### config.mk
export PLATFORM = sky130hd
export DESIGN_NAME = acc_logic_unit
export DESIGN_NICKNAME = d
export VERILOG_FILES = /design/src/rtl/lu_pkg.sv /design/src/rtl/lu_decode.sv /design/src/rtl/lu_operand_mux.sv /design/src/rtl/lu_alu.sv /design/src/rtl/acc_logic_unit.sv
export SDC_FILE = /design/constraint.sdc
export NUM_CORES = 1
export LEC_CHECK = 0
export BUFFER_PORTS_ARGS = -buffer_cell sky130_fd_sc_hd__buf_4
export CORE_AREA = 2 2 82 84
export CTS_CLUSTER_SIZE = 24
export DETAILED_ROUTE_END_ITERATION = 8
export DIE_AREA = 0 0 84 86
export PLACE_DENSITY = 0.79
export SYNTH_ARGS = -nofsm -noshare
export SYNTH_HDL_FRONTEND = slang
export SYNTH_SLANG_ARGS = --single-unit
### constraint.sdc
create_clock -name clk -period 3.88 [get_ports clk]
set_input_delay 0.388 -clock clk [delete_from_list [all_inputs] [get_ports clk]]
set_output_delay 0.388 -clock clk [all_outputs]
set_load 0.01 [all_outputs]
### src/rtl/lu_pkg.sv
package lu_pkg;
    localparam int W     = 8;
    localparam int NREG  = 6;
    localparam logic [2:0] SEL_MEM = 3'b110;
    localparam logic [2:0] SEL_ACC = 3'b111;

    typedef enum logic [1:0] {LOP_AND = 2'd0, LOP_XOR = 2'd1, LOP_OR = 2'd2} lop_e;
    typedef enum logic [1:0] {SRC_NONE, SRC_REG, SRC_IMM, SRC_MEM} src_e;

    typedef struct packed {
        src_e       src;
        lop_e       op;
        logic [2:0] sel;
    } dec_t;

    typedef struct packed {
        logic sign;
        logic zero;
        logic aux;
        logic parity;
        logic carry;
    } flags_t;

    function automatic logic grp_ok(input logic [2:0] g);
        return (g == 3'b100) || (g == 3'b101) || (g == 3'b110);
    endfunction

    function automatic dec_t decode_op(input logic [7:0] opc);
        dec_t d;
        d.sel = opc[2:0];
        d.op  = lop_e'(opc[4:3]);
        d.src = SRC_NONE;
        if (grp_ok(opc[5:3])) begin
            if (opc[7:6] == 2'b10)
                d.src = (opc[2:0] == SEL_MEM) ? SRC_MEM : SRC_REG;
            else if (opc[7:6] == 2'b11 && opc[2:0] == SEL_MEM)
                d.src = SRC_IMM;
        end
        return d;
    endfunction

    function automatic logic even_ones(input logic [W-1:0] v);
        return ~^v;
    endfunction
endpackage

### src/rtl/lu_decode.sv
module lu_decode
    import lu_pkg::*;
(
    input  logic [7:0] opcode,
    output dec_t       dec
);
    always_comb dec = decode_op(opcode);
endmodule

### src/rtl/lu_operand_mux.sv
module lu_operand_mux
    import lu_pkg::*;
(
    input  src_e                sel_src,
    input  logic [2:0]          sel,
    input  logic [W-1:0]        acc,
    input  logic [NREG*W-1:0]   regs_flat,
    input  logic [W-1:0]        imm,
    output logic [W-1:0]        operand
);
    logic [W-1:0] regs [NREG];

    for (genvar i = 0; i < NREG; i++) begin : g_split
        assign regs[i] = regs_flat[i*W +: W];
    end

    always_comb begin
        operand = '0;
        if (sel_src == SRC_IMM)
            operand = imm;
        else if (sel == SEL_ACC)
            operand = acc;
        else if (int'(sel) < NREG)
            operand = regs[sel];
    end
endmodule

### src/rtl/lu_alu.sv
module lu_alu
    import lu_pkg::*;
#(
    parameter bit AND_AC_BIT3 = 1'b1
) (
    input  lop_e         op,
    input  logic [W-1:0] a,
    input  logic [W-1:0] b,
    output logic [W-1:0] result,
    output flags_t       flags
);
    logic and_aux;

    if (AND_AC_BIT3) begin : g_ac_bit3
        assign and_aux = a[3] | b[3];
    end else begin : g_ac_set
        assign and_aux = 1'b1;
    end

    always_comb begin
        unique case (op)
            LOP_AND: result = a & b;
            LOP_XOR: result = a ^ b;
            default: result = a | b;
        endcase
        flags.sign   = result[W-1];
        flags.zero   = (result == '0);
        flags.parity = even_ones(result);
        flags.carry  = 1'b0;
        flags.aux    = (op == LOP_AND) ? and_aux : 1'b0;
    end
endmodule

### src/rtl/acc_logic_unit.sv
module acc_logic_unit
    import lu_pkg::*;
#(
    parameter bit AND_AC_BIT3 = 1'b1
) (
    input  logic        clk,
    input  logic        rst,
    input  logic        start,
    input  logic [7:0]  opcode,
    input  logic [7:0]  imm_in,
    input  logic [7:0]  acc_in,
    input  logic [47:0] regs_flat,
    output logic        mem_rd,
    output logic [15:0] mem_addr,
    input  logic        mem_valid,
    input  logic [7:0]  mem_data,
    output logic        wr_en,
    output logic [7:0]  acc_out,
    output logic [4:0]  flags_out,
    output logic [1:0]  m_cycles,
    output logic [3:0]  t_states,
    output logic        unhandled
);
    typedef enum logic {ST_IDLE, ST_WAIT} st_e;

    localparam int H_IDX = 4;
    localparam int L_IDX = 5;

    st_e          state;
    dec_t         dec;
    lop_e         lat_op;
    logic [W-1:0] lat_a;
    logic [15:0]  lat_addr;
    logic [W-1:0] mux_b;
    lop_e         alu_op;
    logic [W-1:0] alu_a, alu_b, alu_res;
    flags_t       alu_flags;

    lu_decode u_dec (.opcode(opcode), .dec(dec));

    lu_operand_mux u_mux (
        .sel_src  (dec.src),
        .sel      (dec.sel),
        .acc      (acc_in),
        .regs_flat(regs_flat),
        .imm      (imm_in),
        .operand  (mux_b)
    );

    always_comb begin
        if (state == ST_WAIT) begin
            alu_op = lat_op;
            alu_a  = lat_a;
            alu_b  = mem_data;
        end else begin
            alu_op = dec.op;
            alu_a  = acc_in;
            alu_b  = mux_b;
        end
    end

    lu_alu #(.AND_AC_BIT3(AND_AC_BIT3)) u_alu (
        .op    (alu_op),
        .a     (alu_a),
        .b     (alu_b),
        .result(alu_res),
        .flags (alu_flags)
    );

    assign mem_rd   = (state == ST_WAIT);
    assign mem_addr = lat_addr;

    always_ff @(posedge clk) begin
        if (rst) begin
            state     <= ST_IDLE;
            lat_op    <= LOP_AND;
            lat_a     <= '0;
            lat_addr  <= '0;
            wr_en     <= 1'b0;
            unhandled <= 1'b0;
            acc_out   <= '0;
            flags_out <= '0;
            m_cycles  <= '0;
            t_states  <= '0;
        end else begin
            wr_en     <= 1'b0;
            unhandled <= 1'b0;
            unique case (state)
                ST_IDLE: if (start) begin
                    unique case (dec.src)
                        SRC_NONE: unhandled <= 1'b1;
                        SRC_MEM: begin
                            state    <= ST_WAIT;
                            lat_op   <= dec.op;
                            lat_a    <= acc_in;
                            lat_addr <= {regs_flat[H_IDX*W +: W], regs_flat[L_IDX*W +: W]};
                        end
                        default: begin
                            wr_en     <= 1'b1;
                            acc_out   <= alu_res;
                            flags_out <= alu_flags;
                            m_cycles  <= (dec.src == SRC_IMM) ? 2'd2 : 2'd1;
                            t_states  <= (dec.src == SRC_IMM) ? 4'd7 : 4'd4;
                        end
                    endcase
                end
                default: if (mem_valid) begin
                    state     <= ST_IDLE;
                    wr_en     <= 1'b1;
                    acc_out   <= alu_res;
                    flags_out <= alu_flags;
                    m_cycles  <= 2'd2;
                    t_states  <= 4'd7;
                end
            endcase
        end
    end
endmodule

==> results of run 1 <==
-- state kept, by name (all words and copies together) (netlist names) --
| signal | cells |
|---|---|
| m_cycles | 2 |
| flags_out | 4 |
| unhandled | 1 |
| mem_addr | 16 |
| acc_out | 7 |
| wr_en | 1 |
| lat_a | 8 |
| lat_op | 2 |
| mem_rd | 1 |
| t_states | 2 |
-- power groups by stage --
stage | logic, mW | registers (mW) | clock network, mW
floorplan | 0.173 | 0.474 | 0
global placement | 0.282 | 0.471 | 0
detailed placement | 0.288 | 0.472 | 0
CTS | 0.289 | 0.461 | 0.292
global route | 0.320 | 0.462 | 0.309
finish | 0.288 | 0.461 | 0.285
-- final cells by class --
type / instances / area share
Tap cell: 77 / 0.02431
Timing Repair Buffer: 122 / 0.2311
Inverter: 17 / 0.01673
Clock inverter: 2 / 0.003157
Multi-Input combinational cell: 263 / 0.4852
Clock buffer: 5 / 0.01736
Sequential cell: 44 / 0.2222
-- critical path: cells and delay by family --
kind	cells	cell delay, ns
simple gates	2	0.64
xor+xnor	2	0.27
fa+ha+maj	3	0.90
compound gates	5	1.06
buf+inv	2	0.33
-- through the flow --
step           worst slack [ns]  instance area (um2)  std cells  utilization
2_1_floorplan            0.5472                 3027        349            -
3_3_place_gp             0.4077                 3882        523       0.6185
3_5_place_dp             0.2557                 3882        523       0.6185
4_1_cts                  0.5494                 3964        530       0.6315
5_1_grt                  0.1621                 3964        530       0.6315
6_report                 0.5147                 3964        530       0.6315
-- cells in the final DEF, fill, tap and decap left out, drive strengths merged, types with 8 or more instances in the layout --
master,count
nor2b,8
ha,23
buf,122
inv,17
dfxtp,44
nor2,25
nand2,64
mux2i,17
a221oi,13
a211oi,11
a21oi,33
-- layer usage --
layer,routed length (um),part of all wire
met1,3604,0.43
met2,3952,0.47
met3,654,0.078
met4,159,0.019
met5,0,0
-- cells by family (layout without fill, tap and decap cells) --
logic type      count (synthesis)  count (layout)  synth area share
simple gates                  116             116            0.1689
compound gates                 93              93            0.2537
flops                          44              44            0.2914
buf+inv                        42             146           0.07367
mux                            26              26            0.1072
fa+ha+maj                      23              23           0.09520
xor+xnor                        3               3          0.008694
other cells                     1               2          0.001241
-- path summary, 6_finish.rpt --
check,from,end
max,opcode[0],flags_out[1]$_SDFFE_PP0P_
max reg2reg,mem_rd$_SDFF_PP0_,flags_out[1]$_SDFFE_PP0P_
min,regs_flat[47],mem_addr[7]$_SDFFE_PP0P_
min reg2reg,mem_addr[15]$_SDFFE_PP0P_,mem_addr[15]$_SDFFE_PP0P_
==> results.json, run 1 <==
{
  "min_path_cells": 3,
  "drv_cap": 0,
  "synth_common_cells": "nand2_1, dfxtp_1, a21oi_1, nor2_1, ha_1",
  "grt_use_total": 0.2378,
  "finalSetupTns_ns": 0,
  "slew_headroom": 0.3152,
  "num_vias": 2919,
  "ctsResizeCount": 0,
  "ys_seq_area_frac": 0.2914,
  "fin_crit_ns": 3.365,
  "dieArea_mm2": 0.007224,
  "hp-class": "primary input to flop",
  "fmax_ghz": 0.2971,
  "power_switching_mw": 0.3017,
  "critPathKind": "primary input to flop",
  "clockRootBuffer": "clkbuf_8",
  "grt-busiest-layer": "met2",
  "synth_area_leaders": "dfxtp_1, ha_1, nand2_1, a21oi_1, mux2i_1",
  "gr-usage-met2": 0.4007,
  "io_buffer_count": 119,
  "synth_seq_cells": 44,
  "finalPower_mw": 1.035,
  "seq_power_share": 0.445,
  "clock-sinks": 44,
  "post-route-drc-count": 0,
  "tightestPinTransition_ns": 1.025,
  "cts_tree": "yes",
  "clk_latency_ns": 0.30,
  "multi_input_area_mm2": 0.001923,
  "reg2reg_slack_ns": 0.85,
  "async_flop_share": 0,
  "grt_pass1_vias": 2880,
  "fin_crit_sh": 0.8674,
  "drv_slew": 0,
  "clockBufferDepth": 2,
  "antenna_found_initial": 0,
  "die_y_um": 86,
  "synthCells": 348,
  "fillerInstances": 528,
  "first_pass_iters": 5,
  "grtUsageMet1": 0.3028,
  "seqCellArea_um2": 880.8,
  "synthDistinctLibCells": 50,
  "area_growth_pct": 31.13,
  "rsz0062_at_grt": "false",
  "use_met3": 0.05679,
  "antenna_cells": 0,
  "leakage_nw": 1.737,
  "power.density_mw_per_mm2": 261.0,
  "dieWidth_um": 84,
  "synth_top_area_cell": "dfxtp_1",
  "holdWs_ns": 0.3301,
  "core_area_mm2": 0.006277,
  "synth_edf_count": 0,
  "reg2reg_depth": 10,
  "syn_area_per_cell_um2": 8.686,
  "routed_wl_mm": 8.371,
  "hold_buffers": 0,
  "numCtsBuffers": 5,
  "slowest_stage": "nor2_1",
  "grt_max_degree": 44,
  "swShare": 0.2916,
  "status": "completed",
  "placementRows": 29,
  "gr-total-overflow": 0,
  "synthFlopType": "dfxtp_1",
  "syn-cell-area_mm2": 0.003023,
  "worstSetupEndpointType": "flop",
  "p_int_mw": 0.7329,
  "p_comb_frac": 0.279,
  "dpl.hpwl_mm": 6.475,
  "cp.arrival_ns": 3.59,
  "start_util": 0.4816,
  "ctsHtreeMaxLevel": 2,
  "cts_setup_buffers": 0,
  "setup_viol": 0,
  "synth_most_common_cell": "nand2_1",
  "finalHoldViolCount": 0,
  "io_pins": 122,
  "grt_pass1_wl_mm": 13.83,
  "final_nets": 560,
  "routabilityCongestion": 0.7616,
  "yosys_warnings": 0,
  "drtAntennaViolNets": 0,
  "routedWlPerCell_um": 15.79,
  "yosysTopAreaCellShare": 0.2914,
  "finClkSkew_ns": 0.002629,
  "drive_above_1_share": 0.3554,
  "clkPwrFrac": 0.276,
  "crit_required_ns": 4.10,
  "vdd_drop_max_mv": 0.1562,
  "worstPathMaxFanout": 22,
  "via_per_inst": 5.508,
  "critPathLaunchType": "primary input",
  "max_stage_delay_ns": 0.45,
  "clkTransAtPathRegs_ns": 0.08,
  "drt_iter0_drc": 173,
  "crit_chain": "buf_4, or3_1, inv_1, ha_1, nor2_1, o21ai_1, a211oi_2, a221oi_1, ha_1, a221oi_2, ha_1, xor2_1, xnor2_1, a211oi_1",
  "crit_top_cell": "ha_1"
}
Note: power is estimated with default switching activity, not from simulation.
==> run 2: changes to the inputs <==
--- a/config.mk
+++ b/config.mk
@@ -5,12 +5,14 @@
 export SDC_FILE = /design/constraint.sdc
 export NUM_CORES = 1
 export LEC_CHECK = 0
+export ABC_AREA = 1
 export BUFFER_PORTS_ARGS = -buffer_cell sky130_fd_sc_hd__buf_4
-export CORE_AREA = 2 2 82 84
+export CORE_AREA = 2 2 83 85
+export CTS_BUF_LIST = sky130_fd_sc_hd__clkbuf_16
 export CTS_CLUSTER_SIZE = 24
 export DETAILED_ROUTE_END_ITERATION = 8
-export DIE_AREA = 0 0 84 86
-export PLACE_DENSITY = 0.79
+export DIE_AREA = 0 0 85 87
+export PLACE_DENSITY = 0.8
 export SYNTH_ARGS = -nofsm -noshare
 export SYNTH_HDL_FRONTEND = slang
 export SYNTH_SLANG_ARGS = --single-unit
==> results.json, run 2 <==
{
  "crit_start": "opcode[1]",
  "drv_slew": 0,
  "drv_cap": 0,
  "largest_reg_flops": 16,
  "leakage_nw": 2.150,
  "dieWidth_um": 85,
  "start_util": 0.4796,
  "routabilityCongestion": 0.8985,
  "finalSetupTns_ns": 0,
  "grtUsageMet1": 0.3017,
  "cp-endpoint": "flags_out[1]$_SDFFE_PP0P_",
  "synth_edf_count": 0,
  "syn_area_per_cell_um2": 6.536,
  "clk_latency_ns": 0.28,
  "max_stage_delay_ns": 0.43,
  "final_cell_mix": "buf_4, nor2_1, nand2_1",
  "first_pass_iters": 5,
  "reg2reg_depth": 12,
  "fin_crit_sh": 0.8538,
  "synthCells": 482,
  "dpl.hpwl_mm": 6.876,
  "gr-total-overflow": 0,
  "worstPathMaxFanout": 11,
  "grt_pass1_vias": 3162,
  "synth_top_area_cell": "dfxtp_1",
  "async_flop_share": 0,
  "finalHoldViolCount": 0,
  "clockRootBuffer": "clkbuf_16",
  "drive_above_1_share": 0.2688,
  "syn-cell-area_mm2": 0.003151,
  "crit_chain": "buf_4, inv_1, nor3_1, nand2_1, inv_1, ha_1, nand2_1, o22ai_1, a21oi_2, ha_1, nand3_1, nand3b_1, inv_1, ha_1, xor2_1, xnor2_1, a21oi_1",
  "clock-sinks": 44,
  "final_nets": 690,
  "synthDistinctLibCells": 35,
  "crit_required_ns": 4.02,
  "ys_seq_area_frac": 0.2796,
  "clkTransAtPathRegs_ns": 0.06,
  "area_growth_pct": 31.33,
  "synth_area_leaders": "dfxtp_1, nor2_1, nand2_1, ha_1, o21ai_0",
  "cts_tree": "yes",
  "setup_viol": 0,
  "grt_max_degree": 41,
  "antenna_found_initial": 0,
  "status": "completed",
  "r2r_start": "mem_rd$_SDFF_PP0_",
  "routed_wl_mm": 9.033,
  "grt-busiest-layer": "met2",
  "routedWlPerCell_um": 13.60,
  "grt_use_total": 0.2395,
  "yosys_warnings": 0,
  "cp.arrival_ns": 3.46,
  "critPathKind": "primary input to flop",
  "grt_pass1_wl_mm": 14.23,
  "via_per_inst": 5.325,
  "crit_buf_inv": 4,
  "drtAntennaViolNets": 0,
  "gr-usage-met2": 0.4119,
  "num_vias": 3536,
  "finalPower_mw": 1.223,
  "reg2reg_slack_ns": 1.09,
  "hold_buffers": 0,
  "core_area_mm2": 0.006569,
  "critPathLaunchType": "primary input",
  "slew_headroom": 0.2621,
  "finClkSkew_ns": 0.003695,
  "synth_most_common_cell": "nor2_1",
  "rr_endpoint": "flags_out[1]$_SDFFE_PP0P_",
  "synth_seq_cells": 44,
  "fmax_ghz": 0.3019,
  "numCtsBuffers": 5,
  "fin_util": 0.6299,
  "dieArea_mm2": 0.007395,
  "cp_top_family": "adder cells",
  "tightestPinTransition_ns": 1.106,
  "vdd_drop_max_mv": 0.1963,
  "yosysTopAreaCellShare": 0.2796,
  "ctsResizeCount": 0,
  "final_common_cell": "buf_4",
  "synth_common_cells": "nor2_1, nand2_1, o21ai_0, inv_1, dfxtp_1",
  "cts_setup_buffers": 0,
  "use_met3": 0.03223,
  "synthFlopType": "dfxtp_1",
  "power.density_mw_per_mm2": 295.6,
  "io_pins": 122,
  "placementRows": 30,
  "die_y_um": 87,
  "post-route-drc-count": 0,
  "drt_iter0_drc": 209,
  "io_buffer_count": 119,
  "cp_num_cells": 17,
  "worstSetupEndpointType": "flop",
  "slowest_stage": "ha_1",
  "rsz0062_at_grt": "false",
  "ctsHtreeMaxLevel": 2,
  "hp-class": "primary input to flop",
  "fin_crit_ns": 3.313,
  "antenna_cells": 0,
  "clockBufferDepth": 2
}
-- run 2: power by group --
part	switching, mW	internal, mW	leakage [nW]	total, mW
clock	0.174	0.300	0.0850	0.475
sequential	0.00311	0.458	0.355	0.461
combinational	0.151	0.136	1.71	0.287
-- run 2: layout make-up --
class	instances	area, um2
multi-input cells	357	1886
well taps	80	100.1
flip-flops and latches	44	880.8
clock inverters	3	38.79
repair buffers	120	900.9
fillers	607	2431
inverters	55	206.4
clock buffers	5	125.1
-- run 2: worst min-delay path by stage --
stage	to	depth (start not counted)	slack, ns	from
6_report	unhandled$_SDFF_PP0_	2	0.30	rst
5_1_grt	m_cycles[1]$_SDFFE_PP0P_	2	0.30	rst
4_1_cts	unhandled$_SDFF_PP0_	2	0.29	rst
3_5_place_dp	t_states[2]$_SDFFE_PP0P_	2	0.46	t_states[2]$_SDFFE_PP0P_
3_3_place_gp	t_states[2]$_SDFFE_PP0P_	2	0.44	t_states[2]$_SDFFE_PP0P_
2_1_floorplan	lat_a[2]$_SDFFE_PP0P_	2	0.45	lat_a[2]$_SDFFE_PP0P_
-- run 2: through the flow --
stage / instances / setup slack (ns) / hold slack, ns / cell area (um2)
2_1_floorplan: 483 / 0.9905 / 0.4469 / 3154
3_3_place_gp: 656 / 0.5958 / 0.4415 / 3974
3_5_place_dp: 656 / 0.4456 / 0.4630 / 3974
4_1_cts: 664 / 0.6464 / 0.2919 / 4138
5_1_grt: 664 / 0.3203 / 0.2968 / 4138
6_report: 664 / 0.5673 / 0.2955 / 4138
-- run 2: cell families (layout without fill, tap and decap cells) --
group                    after synthesis  count (layout)  synth area share
buffers and inverters                 82             183            0.1231
flip-flops                            44              44            0.2796
other                                  1               2          0.001190
adder cells (fa/ha/maj)               23              23           0.09134
AO/OA/AOI/OAI                         97              97            0.1795
AND/OR/NAND/NOR                      232             232            0.3169
XOR/XNOR                               3               3          0.008341
-- run 2: worst reg2reg max path: cells and delay by family, from the launching register on --
family                   cells  cell delay, ns
AO/OA/AOI/OAI                3            0.44
XOR/XNOR                     2            0.36
adder cells (fa/ha/maj)      2            0.57
buffers and inverters        2            0.50
flip-flops                   1            0.31
AND/OR/NAND/NOR              3            0.48
-- run 2: routing by layer --
layer	routed length (um)	part of all wire	vias up
met5	0	0	-
li1	-	-	1735
met4	286	0.032	0
met1	3655	0.40	1595
met2	4368	0.48	180
met3	722	0.080	26
==> run 3: changes to the inputs <==
--- a/config.mk
+++ b/config.mk
@@ -7,12 +7,12 @@
 export LEC_CHECK = 0
 export ABC_AREA = 1
 export BUFFER_PORTS_ARGS = -buffer_cell sky130_fd_sc_hd__buf_4
-export CORE_AREA = 2 2 83 85
+export CORE_AREA = 2 2 96 98
 export CTS_BUF_LIST = sky130_fd_sc_hd__clkbuf_16
 export CTS_CLUSTER_SIZE = 24
 export DETAILED_ROUTE_END_ITERATION = 8
-export DIE_AREA = 0 0 85 87
-export PLACE_DENSITY = 0.8
+export DIE_AREA = 0 0 98 100
+export REMOVE_ABC_BUFFERS = 1
 export SYNTH_ARGS = -nofsm -noshare
 export SYNTH_HDL_FRONTEND = slang
 export SYNTH_SLANG_ARGS = --single-unit
==> constraint.sdc (replaced) <==
create_clock -name clk -period 3.1 [get_ports clk]
set_input_delay 0.31 -clock clk [delete_from_list [all_inputs] [get_ports clk]]
set_output_delay 0.31 -clock clk [all_outputs]
set_load 0.01 [all_outputs]
==> results.json, run 3 (synthesis results as in run 2) <==
{
  "slew_headroom": 0.5957,
  "first_pass_iters": 4,
  "critPathKind": "primary input to flop",
  "drt_iter0_drc": 182,
  "slowest_stage": "ha_1",
  "clockBufferDepth": 2,
  "io_pins": 122,
  "max_stage_delay_ns": 0.26,
  "finalPower_mw": 1.533,
  "cp_top_family": "simple AND/OR/NAND/NOR gates",
  "ctsResizeCount": 0,
  "crit_buf_inv": 3,
  "grt_pass1_wl_mm": 15.66,
  "grt_max_degree": 35,
  "routabilityCongestion": 0.8613,
  "tightestPinTransition_ns": 0.6042,
  "setup_viol": 0,
  "start_util": 0.3544,
  "cp.arrival_ns": 2.88,
  "largest_reg_flops": 16,
  "fin_crit_ns": 2.721,
  "crit_chain": "buf_4, a21oi_1, nand2_1, ha_1, buf_4, a21oi_1, nand2_1, nor2_1, nor2_1, nor2_1, ha_1, nand3_1, nand3b_1, inv_1, ha_1, xor2_1, xnor2_1, a21oi_1",
  "cts_tree": "yes",
  "swShare": 0.2660,
  "finalHoldViolCount": 0,
  "numCtsBuffers": 5,
  "routedWlPerCell_um": 13.62,
  "leakage_nw": 2.203,
  "cts_setup_buffers": 0,
  "fmax_ghz": 0.3675,
  "ctsHtreeMaxLevel": 2,
  "final_cell_mix": "buf_4, nor2_1, nand2_1",
  "via_per_inst": 4.870,
  "vdd_drop_max_mv": 0.1991,
  "dpl.hpwl_mm": 7.405,
  "seq_power_share": 0.377,
  "dieArea_mm2": 0.009800,
  "p_comb_frac": 0.234,
  "clk_latency_ns": 0.28,
  "fin_area_mm2": 0.004259,
  "antenna_cells": 0,
  "drtAntennaViolNets": 0,
  "worstPathMaxFanout": 6,
  "clkTransAtPathRegs_ns": 0.06,
  "worstSetupEndpointType": "flop",
  "grt_use_total": 0.1974,
  "final_nets": 701,
  "hp-class": "primary input to flop",
  "crit_required_ns": 3.26,
  "power.density_mw_per_mm2": 359.9,
  "drive_above_1_share": 0.2824,
  "hold_buffers": 0,
  "die_y_um": 100,
  "gr-total-overflow": 0,
  "rsz0062_at_grt": "false",
  "dieWidth_um": 98,
  "finClkSkew_ns": 0.002565,
  "area_growth_pct": 35.19,
  "status": "completed",
  "drv_cap": 0,
  "grt_pass1_vias": 3331,
  "io_buffer_count": 119,
  "finalSetupTns_ns": 0,
  "final_common_cell": "buf_4",
  "placementRows": 35,
  "fin_crit_sh": 0.8777,
  "p_int_mw": 1.125,
  "core_area_mm2": 0.008890,
  "drv_slew": 0,
  "routed_wl_mm": 9.613,
  "clockRootBuffer": "clkbuf_16",
  "dpl_cell_area_mm2": 0.004095,
  "power_switching_mw": 0.4078,
  "antenna_found_initial": 0,
  "post-route-drc-count": 0,
  "critPathLaunchType": "primary input",
  "clkPwrFrac": 0.390,
  "clock-sinks": 44,
  "num_vias": 3438
}
-- run 3: changes by cell type in the layout (fill, tap and decap cells not counted) --
cell	change
buf_4	+11
-- run 3: worst reg2reg max path, cell delays in order (launching register included) --
cell and delay (ns):
dfxtp_1 0.31, inv_1 0.37, nand2_1 0.22, o22ai_1 0.21, a21oi_2 0.06, ha_1 0.28, nand3_1 0.07, nand3b_1 0.14
inv_1 0.05, ha_1 0.30, xor2_1 0.19, xnor2_1 0.14, a21oi_1 0.07
-- run 3: cell type report --
class,instances,area (um2)
fillers,932,4631
multi-input cells,357,1886
repair buffers,131,983.4
flip-flops and latches,44,880.8
inverters,55,206.4
well taps,111,138.9
clock buffers,5,125.1
clock inverters,3,38.79
-- run 3: power groups by stage --
| stage | Sequential (mW) | Clock (mW) | Combinational [mW] |
|---|---|---|---|
| after floorplan | 0.594 | 0 | 0.191 |
| after CTS | 0.577 | 0.611 | 0.361 |
| after detailed placement | 0.590 | 0 | 0.359 |
| after global routing | 0.578 | 0.639 | 0.405 |
| after global placement | 0.590 | 0 | 0.353 |
| final | 0.577 | 0.597 | 0.358 |
-- run 3: path summary, 6_finish.rpt --
path | end | slack [ns] | depth (start not counted) | startpoint
min reg2reg | t_states[2]$_SDFFE_PP0P_ | 0.46 | 2 | t_states[2]$_SDFFE_PP0P_
max | flags_out[1]$_SDFFE_PP0P_ | 0.38 | 18 | opcode[4]
max reg2reg | flags_out[1]$_SDFFE_PP0P_ | 0.56 | 12 | mem_rd$_SDFF_PP0_
min | m_cycles[1]$_SDFFE_PP0P_ | 0.22 | 2 | rst
-- run 3: metal layers --
| metal | GRT usage | part of all wire |
|---|---|---|
| met4 | 0.06517 | 0.018 |
| met2 | 0.3541 | 0.51 |
| met1 | 0.2449 | 0.42 |
| met3 | 0.02577 | 0.050 |
| met5 | 0 | 0 |
-- run 3: stage by stage --
stage / util / setup slack [ns] / cells / hold slack (ns)
final: 0.4791 / 0.3793 / 706 / 0.2164
after global routing: 0.4791 / 0.1543 / 706 / 0.2155
after CTS: 0.4791 / 0.3808 / 706 / 0.2144
after detailed placement: 0.4607 / 0.07353 / 698 / 0.4535
after global placement: 0.4607 / 0.1236 / 698 / 0.4456
after floorplan: - / 0.03774 / 456 / 0.3791
